## src/rtl/sramc_pkg.sv

```systemverilog
package sramc_pkg;

   // integer division rounded toward +infinity
   function automatic int ceil_div(input int num, input int den);
      return (num + den - 1) / den;
   endfunction

   function automatic int max2(input int a, input int b);
      return (a > b) ? a : b;
   endfunction

endpackage

```

## src/rtl/sramc_phase.sv

```systemverilog
// Edge counter for one memory cycle: cleared on start, advanced while busy.
module sramc_phase #(
   parameter int CW = 5
) (
   input  logic          clk,
   input  logic          rst,
   input  logic          start,
   input  logic          stop,
   output logic          busy,
   output logic [CW-1:0] next_ph
);

   logic [CW-1:0] ph_q;

   assign next_ph = ph_q + CW'(1);

   always_ff @(posedge clk) begin
      if (rst) begin
         busy <= 1'b0;
         ph_q <= '0;
      end else if (start) begin
         busy <= 1'b1;
         ph_q <= '0;
      end else if (busy) begin
         ph_q <= next_ph;
         if (stop) busy <= 1'b0;
      end
   end

endmodule

```

## src/rtl/sramc_rcap.sv

```systemverilog
// Read-data capture register with a one-cycle valid pulse.
module sramc_rcap #(
   parameter int DW = 8
) (
   input  logic          clk,
   input  logic          rst,
   input  logic          cap,
   input  logic [DW-1:0] din,
   output logic          vld,
   output logic [DW-1:0] dout
);

   always_ff @(posedge clk) begin
      if (rst) begin
         vld  <= 1'b0;
         dout <= '0;
      end else begin
         vld <= cap;
         if (cap) dout <= din;
      end
   end

endmodule

```

## src/rtl/sramc.sv

```systemverilog
module sramc
   import sramc_pkg::*;
#(
   parameter int AW       = 13,
   parameter int DW       = 8,
   parameter int CLK_NS   = 4,
   parameter int T_CYC_NS = 85,
   parameter int T_ACC_NS = 85,
   parameter int T_WP_NS  = 55,
   parameter int T_DS_NS  = 40,
   parameter int TURN_CYC = 2
) (
   input  logic          clk,
   input  logic          rst,
   input  logic          req_valid,
   output logic          req_ready,
   input  logic          req_write,
   input  logic [AW-1:0] req_addr,
   input  logic [DW-1:0] req_wdata,
   output logic          rd_valid,
   output logic [DW-1:0] rd_data,
   output logic [AW-1:0] sram_addr,
   output logic          sram_cs_n,
   output logic          sram_cs,
   output logic          sram_we_n,
   output logic          sram_oe_n,
   output logic [DW-1:0] sram_dq_o,
   output logic          sram_dq_oe,
   input  logic [DW-1:0] sram_dq_i
);

   // cycle counts derived from the nanosecond limits, rounded up
   localparam int CYC_C   = ceil_div(T_CYC_NS, CLK_NS);
   localparam int ACC_C   = ceil_div(T_ACC_NS, CLK_NS);
   localparam int WP_C    = max2(ceil_div(T_WP_NS, CLK_NS), ceil_div(T_DS_NS, CLK_NS));
   localparam int WE_ON   = TURN_CYC;
   localparam int WE_OFF  = TURN_CYC + WP_C;
   localparam int DRV_OFF = WE_OFF + 1;
   localparam int RD_LEN  = max2(CYC_C, ACC_C);
   localparam int WR_LEN  = max2(CYC_C, DRV_OFF);
   localparam int LAST    = max2(RD_LEN, WR_LEN);
   localparam int CW      = $clog2(LAST + 1);

   if (CLK_NS < 1) begin : g_bad_clk
      $error("sramc: CLK_NS must be at least 1");
   end
   if (TURN_CYC < 1) begin : g_bad_turn
      $error("sramc: TURN_CYC must be at least 1 so OE is high before WE falls");
   end
   if (AW < 1 || DW < 1) begin : g_bad_width
      $error("sramc: AW and DW must be positive");
   end

   logic          busy;
   logic [CW-1:0] k;
   logic          wr_q;
   logic          accept;
   logic          done;
   logic          cap;

   assign accept = req_valid && req_ready;
   assign done   = busy && (k == (wr_q ? CW'(WR_LEN) : CW'(RD_LEN)));
   assign cap    = busy && !wr_q && (k == CW'(ACC_C));

   sramc_phase #(.CW(CW)) u_phase (
      .clk     (clk),
      .rst     (rst),
      .start   (accept),
      .stop    (done),
      .busy    (busy),
      .next_ph (k)
   );

   sramc_rcap #(.DW(DW)) u_rcap (
      .clk  (clk),
      .rst  (rst),
      .cap  (cap),
      .din  (sram_dq_i),
      .vld  (rd_valid),
      .dout (rd_data)
   );

   always_ff @(posedge clk) begin
      if (rst) begin
         req_ready  <= 1'b1;
         sram_cs_n  <= 1'b1;
         sram_cs    <= 1'b0;
         sram_we_n  <= 1'b1;
         sram_oe_n  <= 1'b1;
         sram_dq_oe <= 1'b0;
         wr_q       <= 1'b0;
         sram_addr  <= '0;
         sram_dq_o  <= '0;
      end else if (accept) begin
         req_ready  <= 1'b0;
         sram_cs_n  <= 1'b0;
         sram_cs    <= 1'b1;
         sram_oe_n  <= req_write;
         sram_we_n  <= 1'b1;
         sram_dq_oe <= 1'b0;
         wr_q       <= req_write;
         sram_addr  <= req_addr;
         sram_dq_o  <= req_wdata;
      end else if (busy) begin
         if (done) begin
            req_ready  <= 1'b1;
            sram_cs_n  <= 1'b1;
            sram_cs    <= 1'b0;
            sram_oe_n  <= 1'b1;
            sram_we_n  <= 1'b1;
            sram_dq_oe <= 1'b0;
         end else if (wr_q) begin
            if (k == CW'(WE_ON)) begin
               sram_we_n  <= 1'b0;
               sram_dq_oe <= 1'b1;
            end
            if (k == CW'(WE_OFF))  sram_we_n  <= 1'b1;
            if (k == CW'(DRV_OFF)) sram_dq_oe <= 1'b0;
         end
      end
   end

endmodule

```

## config.mk

```make
export PLATFORM = sky130hd
export DESIGN_NAME = sramc
export DESIGN_NICKNAME = d
export VERILOG_FILES = /design/src/rtl/sramc_pkg.sv /design/src/rtl/sramc_phase.sv /design/src/rtl/sramc_rcap.sv /design/src/rtl/sramc.sv
export SDC_FILE = /design/constraint.sdc
export NUM_CORES = 1
export LEC_CHECK = 0
export BUFFER_PORTS_ARGS = -buffer_cell sky130_fd_sc_hd__buf_2
export CAP_MARGIN = 20
export CORE_MARGIN = 1
export CORE_UTILIZATION = 38
export DETAILED_ROUTE_END_ITERATION = 10
export PLACE_DENSITY = 0.66
export REMOVE_ABC_BUFFERS = 1
export SLEW_MARGIN = 30
export SYNTH_ARGS = -nofsm -noshare
export SYNTH_HDL_FRONTEND = slang
export SYNTH_HIERARCHICAL = 1
export SYNTH_SLANG_ARGS = --single-unit
```

## constraint.sdc

```tcl
create_clock -name clk -period 5.2 [get_ports clk]
set_clock_uncertainty 0.2 [all_clocks]
set_input_delay 0 -clock clk [delete_from_list [all_inputs] [get_ports clk]]
set_output_delay 0 -clock clk [all_outputs]
set_load 0.1 [all_outputs]
```

==> results_dict.tcl, run 1 <==
set metrics [dict create \
    status "finished clean" \
    avgSynthCellArea_um2 8.73 \
    antennaDiodeCount 0 \
    cts_max_level 2 \
    dr.pass1.iters 4 \
    end_kind "flip-flop" \
    setup_viol 0 \
    clk_pin_slew_ns 0.08 \
    maxSlewViolCount 0 \
    synth.top_cell.area_share_pct 50.7 \
    drt_iter0_markers 80 \
    grt_use_total_pct 18.3 \
    start_util_pct 40.6 \
    synth_seq_cells 42 \
    yosysWarnings 6 \
    rsz0062_at_grt "no" \
    core_area_um2 4090 \
    rows 23 \
    ys_seq_area_share_pct 50.7 \
    vias_per_cell 4.75 \
    synth_compound_area_share_pct 13.2 \
    tightest_slew_ns 0.875 \
    cts-root-buf "clkbuf_8" \
    final_area_um2 2400 \
    area_growth_pct 44.9 \
    netlist_instances 190 \
    cp_max_fo 9 \
    hold_viol_final 0 \
    grt_pass1_wl_um 6300 \
    numPortBuffers 68 \
    min_period_over_period_pct 52.6 \
    drc 0 \
    p_leak_uw 0.00106 \
    crit_path_cell_trace "ha_1 -> nand3_1 -> xnor2_1 -> nand2_1 -> nor3_2 -> mux2i_1 -> nor2_1" \
    antenna_left 0 \
    synthXorXnorAreaFrac_pct 2.11 \
    grt_pass1_vias 1445 \
    yosys.area_share.simple_pct 22.0 \
    ioPinCount 69 \
    layout-drive-gt1-share_pct 28.4 \
    design.die.area_um2 4630 \
    mostFrequentLayoutCell "buf_2" \
    slew_headroom_pct 41.3 \
    ir_drop_uv 189 \
    cts_made_buffers 5 \
    p_per_area_nw_per_um2 305 \
    synth_top_family_by_area "simple AND/OR/NAND/NOR gates" \
    grt_overflow_total 0 \
    gp_congestion 0.772 \
    startpoint_type "flip-flop" \
    nets 318 \
    wl_per_cell_um 12.0 \
    antenna_found_initial 0 \
    fmax_mhz 366 \
    setup_tns_ns 0 \
    hpwl_um 2360 \
    required_ns 5.16 \
    syn_area_um2 1660 \
    final_cell_mix "buf_2, nand2_1, dfxtp_1, dlygate4sd3_1, a21oi_1" \
    cts_sinks 42 \
    postCtsSetupBuffers 0 \
    hp-class "primary input to flip-flop" \
    arrival_ns 2.69 \
    netlist_top_cells_area "dfxtp_1, nand2_1, a21oi_1" \
    grt_max_degree 43 \
    synthMuxAreaShare_pct 6.79 \
    synth-adder-area-share_pct 0.755 \
    clkLatencyLatePin_ns 0.30 \
    crit_path_max_incr_delay_ns 0.75 \
    finalCriticalPeriod_ns 2.73 \
    die_h_um 68.1 \
    die_w_um 68.1 \
    place_area_um2 2010 \
    synth_top_cell_by_area "dfxtp_1" \
    critPathSlowestCell "nor3_2" \
    drv_cap 0 \
    ys_types 37 \
    cts_tree "built" \
    via_count 1592 \
    cts_buffer_depth 2 \
    critical_path_class "flip-flop to flip-flop" \
    routed_wl_um 4010 \
]
==> report_power, final <==
part | leakage, µW | switching (µW) | internal [µW]
logic | 0.000670 | 125 | 43.0
registers | 0.000343 | 9.22 | 335
clock network | 0.0000472 | 114 | 107
==> what timing repair did <==
item,4_1_cts,5_1_grt
resized for setup,0,0
hold buffers,30,0
hold endpoints to repair,31,0
==> through the flow <==
stage / std cells / hold slack [ns] / setup WS (ns) / utilization, % / power (µW)
floorplan: 179 / -0.131 / 1.42 / - / 466
global placement: 297 / 0.0320 / 2.35 / 49.1 / 501
detailed placement: 297 / 0.0473 / 2.29 / 49.1 / 502
CTS: 335 / 0.0485 / 2.25 / 58.8 / 737
global route: 335 / 0.0882 / 2.14 / 58.8 / 763
finish: 335 / 0.0609 / 2.47 / 58.8 / 733
==> cells in the mapped netlist, drive strengths merged <==
cell     instances
a2111oi          1
a211oi           1
a21bo            1
a21oi           27
a22o             1
a311oi           1
and3             1
buf              4
clkbuf           7
clkinv           1
dfxtp           42
ha               1
inv              3
mux2             2
mux2i            9
nand2           47
nand2b           2
nand3            3
nand3b           1
nand4            2
nand4bb          1
nor2            12
nor2b            1
nor3             3
nor3b            4
o211ai           1
o21ai            1
o21bai           2
o22ai            1
or2              1
or3b             1
or4bb            1
xnor2            3
xor2             1
==> path summary, 6_finish.rpt <==
kind	from	end	slack, ns	cells past startpoint
setup / recovery	u_phase/ph_q[0]	u_rcap/dout[7]	2.47	7
hold / removal	rst	u_rcap/dout[0]	0.06	2
setup reg to reg	u_phase/ph_q[0]	u_rcap/dout[7]	2.47	7
hold reg to reg	sram_addr[5]	sram_addr[5]	0.25	2
==> layout make-up <==
type                    count  area, µm²
clock inverters             2       12.5
multi-input cells         133        748
flip-flops and latches     42        841
clock buffers               6       82.6
inverters                   4       15.0
fillers                   371       1680
repair buffers             98        641
well taps                  50       62.6
==> state kept, by name, summed over array words and instances (netlist names) <==
register,count
sram_we_n,1
sram_cs_n,1
wr_q,1
u_rcap/vld,1
u_rcap/dout,8
u_phase/busy,1
sram_dq_o,8
sram_dq_oe,1
u_phase/ph_q,5
sram_cs,1
sram_oe_n,1
sram_addr,13
==> cells by family (layout without fill, tap and decap cells) <==
family	Yosys count	after routing
flops	42	42
compound gates	37	37
xor+xnor	4	4
buf+inv	15	110
simple gates	80	80
fa+ha+maj	1	1
mux	11	11
==> metal layers <==
metal | vias up | part of all wire, % | GRT usage, %
li1 | 825 | - | -
met1 | 720 | 45 | 22.2
met2 | 42 | 50 | 29.8
met3 | 5 | 3.9 | 4.00
met4 | 0 | 1.6 | 9.64
met5 | - | 0 | 0
==> worst max-delay path: cells and delay by family (launching register included) <==
family	cells	cell delay (ns)
xor gates and xnor gates	1	0.30
and+or+nand+nor	4	1.13
adders and majority gates	1	0.27
muxes	1	0.27
DFF	1	0.42
(Power assumes the default switching activity.)
==> run 2, diff against run 1 <==
- PLACE_DENSITY: 0.66 -> 0.68
- clock period: 5.2 -> 2.5 ns (I/O delays scaled with it)
==> run 2 against run 1 <==
Core utilization grew 0.92 points; critical path depth grew 1; worst hold slack lost 0.025 ns; sequential share of layout area shrank 0.54 points; largest power group unchanged; sequential power grew 110%; global-route usage shrank 0.19 points; clock power grew 110%; design area grew 1.6%; power grew 110%; fmax grew 18%; combinational power grew 110%.
==> results_dict.tcl, run 2 (same netlist as run 1, synthesis figures left out) <==
set metrics [dict create \
    mostFrequentLayoutCell "buf_2" \
    status "finished clean" \
    routed_wl_um 4020 \
    cts_sinks 42 \
    crit_end "u_rcap/dout[5]" \
    wl_per_cell_um 11.9 \
    crit_path_cell_trace "ha_1 -> nand3_1 -> xnor2_2 -> nand2_1 -> nor3_2 -> buf_4 -> mux2i_1 -> nor2_1" \
    end_kind "flip-flop" \
    core_area_um2 4090 \
    largest_register_ffs 13 \
    antennaDiodeCount 0 \
    via_count 1625 \
    grt_overflow_total 0 \
    fillerInstances 372 \
    pre_cts_slack_ns 0.208 \
    ioPinCount 69 \
    r2r_slack_ns 0.18 \
    cts_max_level 2 \
    maxSlewViolCount 0 \
    post-route-util_pct 59.7 \
    rr_worst_depth 8 \
    ir_drop_uv 381 \
    start_util_pct 40.6 \
    reg_top3 "sram_addr x13, sram_dq_o x8, u_rcap/dout x8" \
    numPortBuffers 68 \
    grt_pass1_vias 1404 \
    worst_hold_slack_ns 0.0358 \
    worst_slack_ns 0.183 \
    crit_path_max_incr_delay_ns 0.42 \
    gp_congestion 0.818 \
    nets 321 \
    grt_use_total_pct 18.1 \
    layout-drive-gt1-share_pct 29.2 \
    die_w_um 68.1 \
    final_area_um2 2440 \
    cp_max_fo 9 \
    cts_buffer_depth 2 \
    grt_max_degree 43 \
    cts-root-buf "clkbuf_8" \
    grt_pass1_wl_um 6190 \
    min_period_over_period_pct 92.7 \
    startpoint_type "flip-flop" \
    dr.pass1.iters 4 \
    hold_viol_final 0 \
    arrival_ns 2.27 \
    setup_viol 0 \
    antenna_found_initial 0 \
    timing.rr.start "u_phase/ph_q[0]" \
    critical_path_class "flip-flop to flip-flop" \
    finalCriticalPeriod_ns 2.32 \
    cts_made_buffers 5 \
    slew_headroom_pct 50.4 \
    antenna_left 0 \
    cts_tree "built" \
    clkLatencyLatePin_ns 0.29 \
    hp-class "primary input to flip-flop" \
    area_growth_pct 47.2 \
    rows 23 \
    r2r-end "u_rcap/dout[5]" \
    clk_pin_slew_ns 0.08 \
    top_register "sram_addr" \
    place_area_um2 2030 \
    drc 0 \
    drv_cap 0 \
    rsz0062_at_grt "no" \
    final_cell_mix "buf_2, nand2_1, dfxtp_1, dlygate4sd3_1, a21oi_1" \
    tightest_slew_ns 0.744 \
    p_per_area_nw_per_um2 626 \
    die_h_um 68.1 \
    startpoint "u_phase/ph_q[0]" \
    design.die.area_um2 4630 \
    dp.cells 300 \
    vias_per_cell 4.81 \
    required_ns 2.45 \
    hpwl_um 2370 \
    postCtsSetupBuffers 0 \
    layoutNonFillerInstCount 338 \
    p_leak_uw 0.00108 \
    drt_iter0_markers 74 \
    critPathSlowestCell "dfxtp_1" \
    fmax_mhz 432 \
]
==> run 2: stage by stage <==
stage                     power, µW  TNS, ns
after CTS                      1550        0
after global placement         1050        0
after floorplan                 969   -35.81
after detailed placement       1050        0
final                          1530        0
after global routing           1600        0
==> run 2: how the worst min path moves through the flow <==
stage                     end  slack [ns]  cells after the start    startpoint
5_1_grt          sram_dq_o[5]        0.06                      5     req_valid
3_3_place_gp   u_rcap/dout[3]        0.03                      3  sram_dq_i[3]
3_5_place_dp     sram_addr[3]        0.05                      3   req_addr[3]
6_report         sram_addr[7]        0.04                      5     req_valid
2_1_floorplan    sram_addr[0]       -0.13                      1           rst
4_1_cts          sram_dq_o[5]        0.03                      5     req_valid
==> run 2: cell type report <==
class                      count  area, µm²  share of cell area [%]
clock buffer                   7       86.3                    3.54
clock inverter                 1       8.76                   0.359
timing repair buffer         101        663                    27.2
tap                           50       62.6                    2.56
sequential                    42        841                    34.5
inverter                       4       15.0                   0.615
multi-input combinational    133        763                    31.3
==> run 2: layer usage <==
layer,track usage [%],share of wire (%)
met5,0,0
met1,21.3,43
met3,5.83,4.8
met4,7.81,2.4
met2,29.8,50
==> run 2: power by group <==
group / internal [µW] / total [µW] / switching [µW]
logic: 92.5 / 353 / 260
clock network: 228 / 459 / 231
registers: 696 / 715 / 18.9
total: 1020 / 1530 / 510
==> run 2: critical path: cells and delay by family, from the launching register on <==
kind,cells,cell delay [ns]
XOR/XNOR,1,0.23
AND/OR/NAND/NOR,4,0.57
multiplexers,1,0.22
flip-flops,1,0.42
adder cells (fa/ha/maj),1,0.30
buffers and inverters,1,0.23
==> run 2: repair_timing <==
item / in CTS / in global routing
endpoints found under the hold margin: 31 / 0
endpoints found under the setup margin: 0 / 8
gates resized for setup: 0 / 2
hold buffers: 30 / 0
